$ cat config.mk
export PLATFORM = sky130hd
export DESIGN_NAME = thal_top
export DESIGN_NICKNAME = d
export VERILOG_FILES = /design/src/rtl/thal_pkg.sv /design/src/rtl/thal_hyst.sv /design/src/rtl/thal_ot.sv /design/src/rtl/thal_chan.sv /design/src/rtl/thal_top.sv
export SDC_FILE = /design/constraint.sdc
export NUM_CORES = 1
export LEC_CHECK = 0
export ABC_AREA = 1
export BUFFER_PORTS_ARGS = -buffer_cell sky130_fd_sc_hd__clkbuf_2
export CELL_PAD_IN_SITES_DETAIL_PLACEMENT = 1
export CELL_PAD_IN_SITES_GLOBAL_PLACEMENT = 2
export CORE_AREA = 3 3 142 144
export DETAILED_ROUTE_END_ITERATION = 8
export DIE_AREA = 0 0 145 147
export GPL_TIMING_DRIVEN = 0
export PLACE_DENSITY = 0.77
export SYNTH_ARGS = -nofsm -noshare
export SYNTH_HDL_FRONTEND = slang
export SYNTH_SLANG_ARGS = --single-unit
$ cat constraint.sdc
create_clock -name clk -period 1 [get_ports clk]
set_input_delay 0.15 -clock clk [delete_from_list [all_inputs] [get_ports clk]]
set_output_delay 0.15 -clock clk [all_outputs]
set_load 0.02 [all_outputs]
$ cat src/rtl/thal_pkg.sv
package thal_pkg;
   typedef enum logic {
      DIR_HIGH = 1'b0,
      DIR_LOW  = 1'b1
   } thal_dir_e;

   localparam int unsigned NFLAG    = 5;
   localparam int unsigned F_HI_ENT = 0;
   localparam int unsigned F_HI_LVE = 1;
   localparam int unsigned F_LO_ENT = 2;
   localparam int unsigned F_LO_LVE = 3;
   localparam int unsigned F_OT     = 4;

   localparam logic [3:0] OT_KEY_IRQ = 4'h5;
   localparam logic [3:0] OT_KEY_RST = 4'hA;
endpackage

$ cat src/rtl/thal_hyst.sv
module thal_hyst
   import thal_pkg::*;
#(
   parameter int unsigned DW  = 12,
   parameter thal_dir_e   DIR = DIR_HIGH
) (
   input  logic          clk,
   input  logic          rst_n,
   input  logic          en_i,
   input  logic          upd_i,
   input  logic [DW-1:0] smp_i,
   input  logic [DW-1:0] trig_i,
   input  logic [DW-1:0] rel_i,
   output logic          enter_o,
   output logic          leave_o
);
   logic act_q;
   logic hit, back;

   generate
      if (DIR == DIR_HIGH) begin : g_high
         assign hit  = (smp_i >= trig_i);
         assign back = (smp_i <= rel_i);
      end else begin : g_low
         assign hit  = (smp_i <= trig_i);
         assign back = (smp_i >= rel_i);
      end
   endgenerate

   assign enter_o = upd_i & en_i & ~act_q & hit;
   assign leave_o = upd_i & en_i &  act_q & back;

   always_ff @(posedge clk or negedge rst_n) begin
      if (!rst_n)       act_q <= 1'b0;
      else if (!en_i)   act_q <= 1'b0;
      else if (enter_o) act_q <= 1'b1;
      else if (leave_o) act_q <= 1'b0;
   end

   assert_rise_on_sample_R2: assert property (@(posedge clk) disable iff (!rst_n)
      $rose(act_q) |-> $past(upd_i && en_i));
   assert_fall_cause_R10: assert property (@(posedge clk) disable iff (!rst_n)
      $fell(act_q) |-> $past(leave_o || !en_i));
endmodule

$ cat src/rtl/thal_ot.sv
module thal_ot
   import thal_pkg::*;
#(
   parameter int unsigned DW = 12
) (
   input  logic          clk,
   input  logic          rst_n,
   input  logic          en_i,
   input  logic          upd_i,
   input  logic [DW-1:0] smp_i,
   input  logic [DW-1:0] thr_i,
   input  logic [3:0]    key_i,
   output logic          trip_o,
   output logic          irq_sel_o,
   output logic          rst_o
);
   logic rst_q;

   assign trip_o    = upd_i & en_i & (smp_i >= thr_i);
   assign irq_sel_o = (key_i == OT_KEY_IRQ);

   always_ff @(posedge clk or negedge rst_n) begin
      if (!rst_n) rst_q <= 1'b0;
      else        rst_q <= trip_o & (key_i == OT_KEY_RST);
   end
   assign rst_o = rst_q;

   assert_rst_needs_trip_R6: assert property (@(posedge clk) disable iff (!rst_n)
      rst_q |-> $past(trip_o && key_i == OT_KEY_RST));
endmodule

$ cat src/rtl/thal_chan.sv
module thal_chan
   import thal_pkg::*;
#(
   parameter int unsigned DW = 12,
   localparam int unsigned AW = 2 * DW + 1,
   localparam int unsigned OW = DW + 1
) (
   input  logic             clk,
   input  logic             rst_n,
   input  logic             periodic_i,
   input  logic             stb_i,
   input  logic [DW-1:0]    smp_i,
   input  logic [AW-1:0]    hi_cfg_i,
   input  logic [AW-1:0]    lo_cfg_i,
   input  logic [OW-1:0]    ot_cfg_i,
   input  logic [7:0]       ictl_i,
   input  logic [NFLAG-1:0] clr_i,
   output logic [NFLAG-1:0] stat_o,
   output logic             pend_o,
   output logic             rst_o
);
   logic             upd;
   logic [NFLAG-1:0] set, flags_q, mask;
   logic             ot_trip, ot_irq;

   assign upd = stb_i & periodic_i;

   thal_hyst #(.DW(DW), .DIR(DIR_HIGH)) u_hi (
      .clk(clk), .rst_n(rst_n), .en_i(hi_cfg_i[2*DW]), .upd_i(upd), .smp_i(smp_i),
      .trig_i(hi_cfg_i[DW-1:0]), .rel_i(hi_cfg_i[2*DW-1:DW]),
      .enter_o(set[F_HI_ENT]), .leave_o(set[F_HI_LVE]));

   thal_hyst #(.DW(DW), .DIR(DIR_LOW)) u_lo (
      .clk(clk), .rst_n(rst_n), .en_i(lo_cfg_i[2*DW]), .upd_i(upd), .smp_i(smp_i),
      .trig_i(lo_cfg_i[DW-1:0]), .rel_i(lo_cfg_i[2*DW-1:DW]),
      .enter_o(set[F_LO_ENT]), .leave_o(set[F_LO_LVE]));

   thal_ot #(.DW(DW)) u_ot (
      .clk(clk), .rst_n(rst_n), .en_i(ot_cfg_i[DW]), .upd_i(upd), .smp_i(smp_i),
      .thr_i(ot_cfg_i[DW-1:0]), .key_i(ictl_i[7:4]),
      .trip_o(ot_trip), .irq_sel_o(ot_irq), .rst_o(rst_o));

   assign set[F_OT] = ot_trip;

   always_ff @(posedge clk or negedge rst_n) begin
      if (!rst_n) flags_q <= '0;
      else        flags_q <= (flags_q & ~clr_i) | set;
   end

   assign mask   = {ot_irq, ictl_i[3:0]};
   assign stat_o = flags_q;
   assign pend_o = |(flags_q & mask);

   generate
      for (genvar i = 0; i < NFLAG; i++) begin : g_chk
         assert_flag_from_sample_R7: assert property (@(posedge clk) disable iff (!rst_n)
            $rose(flags_q[i]) |-> $past(stb_i && periodic_i));
         assert_flag_sticky_R8: assert property (@(posedge clk) disable iff (!rst_n)
            flags_q[i] && !clr_i[i] |=> flags_q[i]);
      end
   endgenerate
endmodule

$ cat src/rtl/thal_top.sv
module thal_top
   import thal_pkg::*;
#(
   parameter int unsigned NCH = 2,
   parameter int unsigned DW  = 12,
   localparam int unsigned AW = 2 * DW + 1,
   localparam int unsigned OW = DW + 1
) (
   input  logic                 clk,
   input  logic                 rst_n,
   input  logic [NCH-1:0]       periodic_i,
   input  logic [NCH-1:0]       smp_stb_i,
   input  logic [NCH*DW-1:0]    smp_data_i,
   input  logic [NCH*AW-1:0]    hi_cfg_i,
   input  logic [NCH*AW-1:0]    lo_cfg_i,
   input  logic [NCH*OW-1:0]    ot_cfg_i,
   input  logic [NCH*8-1:0]     int_ctl_i,
   input  logic [NCH*NFLAG-1:0] stat_clr_i,
   input  logic [NCH-1:0]       ch_ie_i,
   output logic [NCH*NFLAG-1:0] stat_o,
   output logic [NCH-1:0]       ch_pend_o,
   output logic                 irq_o,
   output logic                 rst_req_o
);
   logic [NCH-1:0] ch_rst;

   generate
      if (NCH < 1 || NCH > 32) begin : g_bad_nch
         $error("thal_top: NCH out of range");
      end
      if (DW < 2 || DW > 24) begin : g_bad_dw
         $error("thal_top: DW out of range");
      end
      for (genvar c = 0; c < NCH; c++) begin : g_ch
         thal_chan #(.DW(DW)) u_ch (
            .clk(clk), .rst_n(rst_n),
            .periodic_i(periodic_i[c]), .stb_i(smp_stb_i[c]),
            .smp_i(smp_data_i[c*DW +: DW]),
            .hi_cfg_i(hi_cfg_i[c*AW +: AW]), .lo_cfg_i(lo_cfg_i[c*AW +: AW]),
            .ot_cfg_i(ot_cfg_i[c*OW +: OW]), .ictl_i(int_ctl_i[c*8 +: 8]),
            .clr_i(stat_clr_i[c*NFLAG +: NFLAG]), .stat_o(stat_o[c*NFLAG +: NFLAG]),
            .pend_o(ch_pend_o[c]), .rst_o(ch_rst[c]));
      end
   endgenerate

   assign irq_o     = |(ch_pend_o & ch_ie_i);
   assign rst_req_o = |ch_rst;

   assert_rst_after_sample_R6: assert property (@(posedge clk) disable iff (!rst_n)
      rst_req_o |-> $past(|(periodic_i & smp_stb_i)));
   assert_irq_has_pend_R9: assert property (@(posedge clk) disable iff (!rst_n)
      irq_o |-> (ch_pend_o != '0));
endmodule

After elaboration in Yosys (flattened, before gate mapping)
Index checks and enable logic that the tools add are counted.
{"block": "word_totals", "register_bits": 16, "in_bits": 184, "output_inout_bits": 14}
{"block": "classes", "magnitude_cmp": 10, "eq_ne": 8, "n_mux": 12, "n_bitwise": 41, "n_reduce_logical": 4}
{"op": "$ge 12x12->1", "count": 6}
{"op": "$le 12x12->1", "count": 4}
{"op": "$and 1x1->1", "count": 28}
{"op": "$and 5x5->5", "count": 4}
{"op": "$mux 1", "count": 12}
{"op": "$ne 3x1->1 const B", "count": 4}
{"op": "$not 5->5", "count": 2}
{"op": "$or 5x5->5", "count": 2}
{"op": "$reduce_or 5->1", "count": 2}
{"op": "$eq 4x3->1 const B", "count": 2}
{"op": "$eq 4x4->1 const B", "count": 2}
{"op": "$not 1->1", "count": 4}
{"op": "$reduce_or 2->1", "count": 2}
{"op": "$and 2x2->2", "count": 1}

Depth between registers and ports, before layout
{"block": "depth", "depth_word": 7, "mapped_depth": 13}

Cells and area by module
A second synthesis with hierarchy kept.
{"block": "unflattened", "cells_unflattened": 684, "area_unflattened_um2": 4231.6}
{"mod": "thal_hyst at g_ch[0].u_ch.u_hi ...", "n_inst": 2, "cells_each": 118, "area_each_um2": 745.7, "seq_area_each_um2": 25.0}
{"mod": "thal_hyst at g_ch[0].u_ch.u_lo ...", "n_inst": 2, "cells_each": 125, "area_each_um2": 728.2, "seq_area_each_um2": 25.0}
{"mod": "thal_ot", "n_inst": 2, "cells_each": 68, "area_each_um2": 400.4, "seq_area_each_um2": 25.0}
{"mod": "thal_chan", "n_inst": 2, "cells_each": 28, "area_each_um2": 230.2, "seq_area_each_um2": 125.1}
{"mod": "thal_top", "n_inst": 1, "cells_each": 6, "area_each_um2": 22.5, "seq_area_each_um2": 0.0}

Worst setup path after synthesis
Ideal clock, no wire load.
{"block": "synth_path", "path_type": "reg-to-output", "startpoint": "reg g_ch[0].u_ch.flags_q[1]", "endpoint": "out irq_o", "arrival_time_ps": 1049, "setup_slack_ps": -199, "path_stages_with_launch": 6, "path_cell_list": "dfrtp_1 a22o_1 a21oi_1 nand3_1 nand2_1 nand2_1"}
{"block": "synth_via", "elab_chain_len": 4}
{"element": "start: declaration", "line": "thal_chan.sv:23", "source": "logic [NFLAG-1:0] set, flags_q, mask;"}
{"element": "start signal: assignment", "line": "thal_chan.sv:47", "source": "else flags_q <= (flags_q & ~clr_i) | set;"}
{"element": "$and 5x5->5", "line": "thal_chan.sv:52", "source": "assign pend_o = |(flags_q & mask);"}
{"element": "$reduce_or 5->1", "line": "thal_chan.sv:52"}
{"element": "via g_ch[0].u_ch.pend_o", "line": "thal_chan.sv:19", "source": "output logic pend_o,"}
{"element": "$and 2x2->2", "line": "thal_top.sv:46", "source": "assign irq_o = |(ch_pend_o & ch_ie_i);"}
{"element": "$reduce_or 2->1", "line": "thal_top.sv:46"}
{"element": "end: declaration", "line": "thal_top.sv:22", "source": "output logic irq_o,"}
The timed path passes the listed nets, and every way through them passes these cells.

Final worst setup path
{"block": "layout_path", "startpoint": "reg g_ch[0].u_ch.flags_q[1]", "endpoint": "out ch_pend_o[0]"}
{"block": "layout_via", "elab_chain_len": 2}
{"element": "$and 5x5->5", "line": "thal_chan.sv:52"}
{"element": "$reduce_or 5->1", "line": "thal_chan.sv:52"}
{"element": "end: declaration", "line": "thal_top.sv:21", "source": "output logic [NCH-1:0] ch_pend_o,"}
Every way passes these cells.

==> key figures <==
Outcome
  – Run status: finished with violations
  – Violated checks: setup timing

Yosys
  – Post-Syn Nets: 914
  – Proportion of synthesized flip-flops having asynchronous set or reset: 100%
  – Primary flip-flop cell chosen by synthesis mapping: dfrtp_1
  – Sequential cell area fraction in the yosys report: 10.0%
  – Fraction of the mapped netlist area in compound gates: 11.3%
  – Synth Area in XOR/XNOR: 0%
  – Flops & latches, synth: 16
  – Number of unique standard cell types used by synthesis: 23
  – Cell count after synthesis: 610
  – Post-synthesis instance area: 0.00399 sq mm
  – Dominant combinational cell family by area after synthesis: adder cells
  – Portion of netlist area occupied by mux cells: 0%
  – Synthesis warning total: 0
  – Synthesized-area fraction occupied by adder cells: 37.6%
  – Share of synthesized cell area in and, or, nand and nor gates: 25.0%
  – Average cell area after synthesis: 6.54 sq um
  – EDFF count, synth: 0

Power and ir drop
  – Peak supply drop: 0.000411 V
  – Pwr/cell area: 594 mW/mm^2
  – Total Power Consumption: 0.00465 W
  – Static Leakage: 3.82 nW

Route
  – Initial detailed-routing violation count: 61
  – Count of antenna-violating nets left after detailed routing: 0
  – DR WL/cell: 14.0 um
  – Via count normalized by instance count: 4.15
  – DRC violations left: 0
  – Total via count in the routed design: 4468
  – DRT Pass-1 Iters: 4
  – Total Routed Length: 15.1 mm

Timing
  – Max-slew headroom at the worst pin: 72.5%
  – RSZ-0062 raised after global routing: yes
  – Final Hold Viols: 0
  – Final critical-path share of the clock period: 155%
  – Pin slew with the least headroom to its limit: 0.412 ns
  – Final critical-path required period: 1.55 ns
  – Worst Skew: 0.000327 ns
  – Setup-failing EPs final: 19
  – Number of max-slew violations in the final report: 0
  – Worst path setup slack after routing: -0.550 ns
  – Worst Hold Slack: 0.0691 ns
  – Total negative slack: -2.33 ns
  – Highest achievable clock rate: 0.645 GHz

Flow run
  – Number of maximum-capacitance violations: 0

Clock network
  – Total clock sinks: 16
  – Max Root-Sink Buffers: 2
  – CTS H-tree lvls: 1
  – Clock latency on the worst-skew pair: 0.24 ns
  – Clock root buffer master: clkbuf_16
  – Register clock-pin slew on the reported worst setup and hold paths: 0.05 ns
  – Number of buffers created by CTS: 3
  – TritonCTS clock tree: yes

Placement
  – Placed instance count: 1067
  – PortBufs: 197
  – Final weighted congestion of routability-driven global placement: 0.772
  – Detail Placement HPWL: 13.5 mm

Critical path
  – Nature of the critical path endpoint: primary output
  – Number of cells on the worst reg-to-reg path: 5
  – Path type of the worst setup path: flip-flop to primary output
  – Critical-path maximum fanout: 3
  – Required time at the endpoint of the critical path: 0.85 ns
  – Kind of launch point of the worst setup path: flip-flop
  – Arrival @ worst endpoint: 1.40 ns

Global routing
  – Number of antenna violations at the first check in global routing: 1
  – GRT Resource Usage Total: 13.8%
  – Pin count of the biggest net entering global routing: 17
  – Global-route wire length before repair: 24.3 mm
  – Via count of the first global-routing pass: 4784
  – Total congestion overflow: 0

Floorplanning
  – Die extent in x: 145 um
  – Starting utilization of the core area: 21.2%
  – Die height: 147 um
  – Std cell rows: 50
  – Number of top-level pins: 198
  – Placeable core region: 0.0188 sq mm
  – Total Die Area: 0.0213 sq mm

Final layout
  – Final net count: 1121
  – Area grow syn2layout: 96.1%
  – Final standard cell count with taps included and fillers excluded: 1076
  – Diodes inserted: 0
  – Share of post-route cells with drive strength above 1: 61.8%

Worst hold path
  – Hold depth: 2
  – Worst Hold Class: primary input to flip-flop
## layer usage
metal	part of all wire [%]	wire length (um)	up-vias	global-route usage, %
met5	0.086	13	-	0
met4	0.39	59	2	1.38
met3	4.1	623	4	1.67
met1	45	6830	2010	18.0
met2	50	7540	115	25.4
li1	-	-	2337	-
## cell families (layout without fill, tap and decap cells)
group           count (synthesis)  after routing
buf+inv                       168            374
flops                          16             16
fa+ha+maj                     120            120
compound gates                 84             84
simple gates                  222            222
## per-stage QoR
stage	cell area [sq um]	utilization, %	setup WS, ns
after floorplan	5150	-	-0.155
after global placement	6470	34.3	-0.680
after detailed placement	6470	34.3	-0.675
after CTS	7470	39.7	-0.585
after global routing	7830	41.6	-0.623
final	7830	41.6	-0.550
## cells in the mapped netlist (6+ instances only)
master   count  area (sq um)
dfrtp_1     16           400
nand4_1     10          62.6
o21ai_0     18          90.1
nor2_2       8          50.1
nand3_1     20           100
a21oi_1     52           260
inv_1      162           608
o21a_1       6          45.0
nor2_1      28           105
nand2_1    139           522
and2_1       6          37.5
ha_1       120          1500
## placed cells by master, fill, tap and decap left out, drive strengths merged, types with 4 or more instances in the layout
cell and n:
clkbuf 181, ha 120, o21a 6, a21oi 52
inv 165, buf 26, a21o 4, nand3 20
nand4 12, and2 6, nor2 38, nand2 141
dfrtp 16, o21ai 20
## final timing paths
check,from,to,slack [ns]
min in group asynchronous,rst_n,g_ch[1].u_ch.u_lo.act_q$_DFFE_PN0P_,0.39
min,stat_clr_i[6],g_ch[1].u_ch.stat_o[1]$_DFF_PN0_,0.07
max reg2reg,g_ch[1].u_ch.u_lo.act_q$_DFFE_PN0P_,g_ch[1].u_ch.u_lo.act_q$_DFFE_PN0P_,0.15
min reg2reg,g_ch[0].u_ch.stat_o[4]$_DFF_PN0_,g_ch[0].u_ch.stat_o[4]$_DFF_PN0_,0.51
max in group asynchronous,rst_n,g_ch[0].u_ch.stat_o[1]$_DFF_PN0_,0.30
max,g_ch[0].u_ch.stat_o[1]$_DFF_PN0_,ch_pend_o[0],-0.55
## flip-flops by register name, summed over array words and instances (netlist names)
register and count:
g_ch.u_ch.u_lo.act_q 2, g_ch.u_ch.u_hi.act_q 2, g_ch.u_ch.stat_o 10, g_ch.u_ch.u_ot.rst_o 2
## what timing repair did
item	CTS	global route
pin swaps	67	70
resized for setup	163	102
endpoints found under the setup margin	20	22
buffers inserted	2	2
endpoints found under the hold margin	16	0
hold buffers	1	0
## cell type report
class / count / area [sq um]
Inverter: 166 / 836
Timing Repair Buffer: 202 / 1520
Clock buffer: 4 / 88.8
Tap cell: 260 / 325
Sequential cell: 16 / 403
Multi-Input combinational cell: 426 / 4640
Fill cell: 2193 / 11000
Buffer: 2 / 15.0
## worst max-delay path, cell delays in order (launching register included)
cell,delay (ns)
dfrtp_2,0.41
a22o_1,0.22
a21oi_2,0.14
nand3_2,0.10
buf_4,0.14
buf_4,0.14
## power by group
group,internal (W),switching (W),total [W]
Clock,0.000607,0.000241,0.000848
Combinational,0.00156,0.00153,0.00309
Sequential,0.000681,0.0000267,0.000708
Total,0.00285,0.00180,0.00465
(Power assumes the default switching activity.)
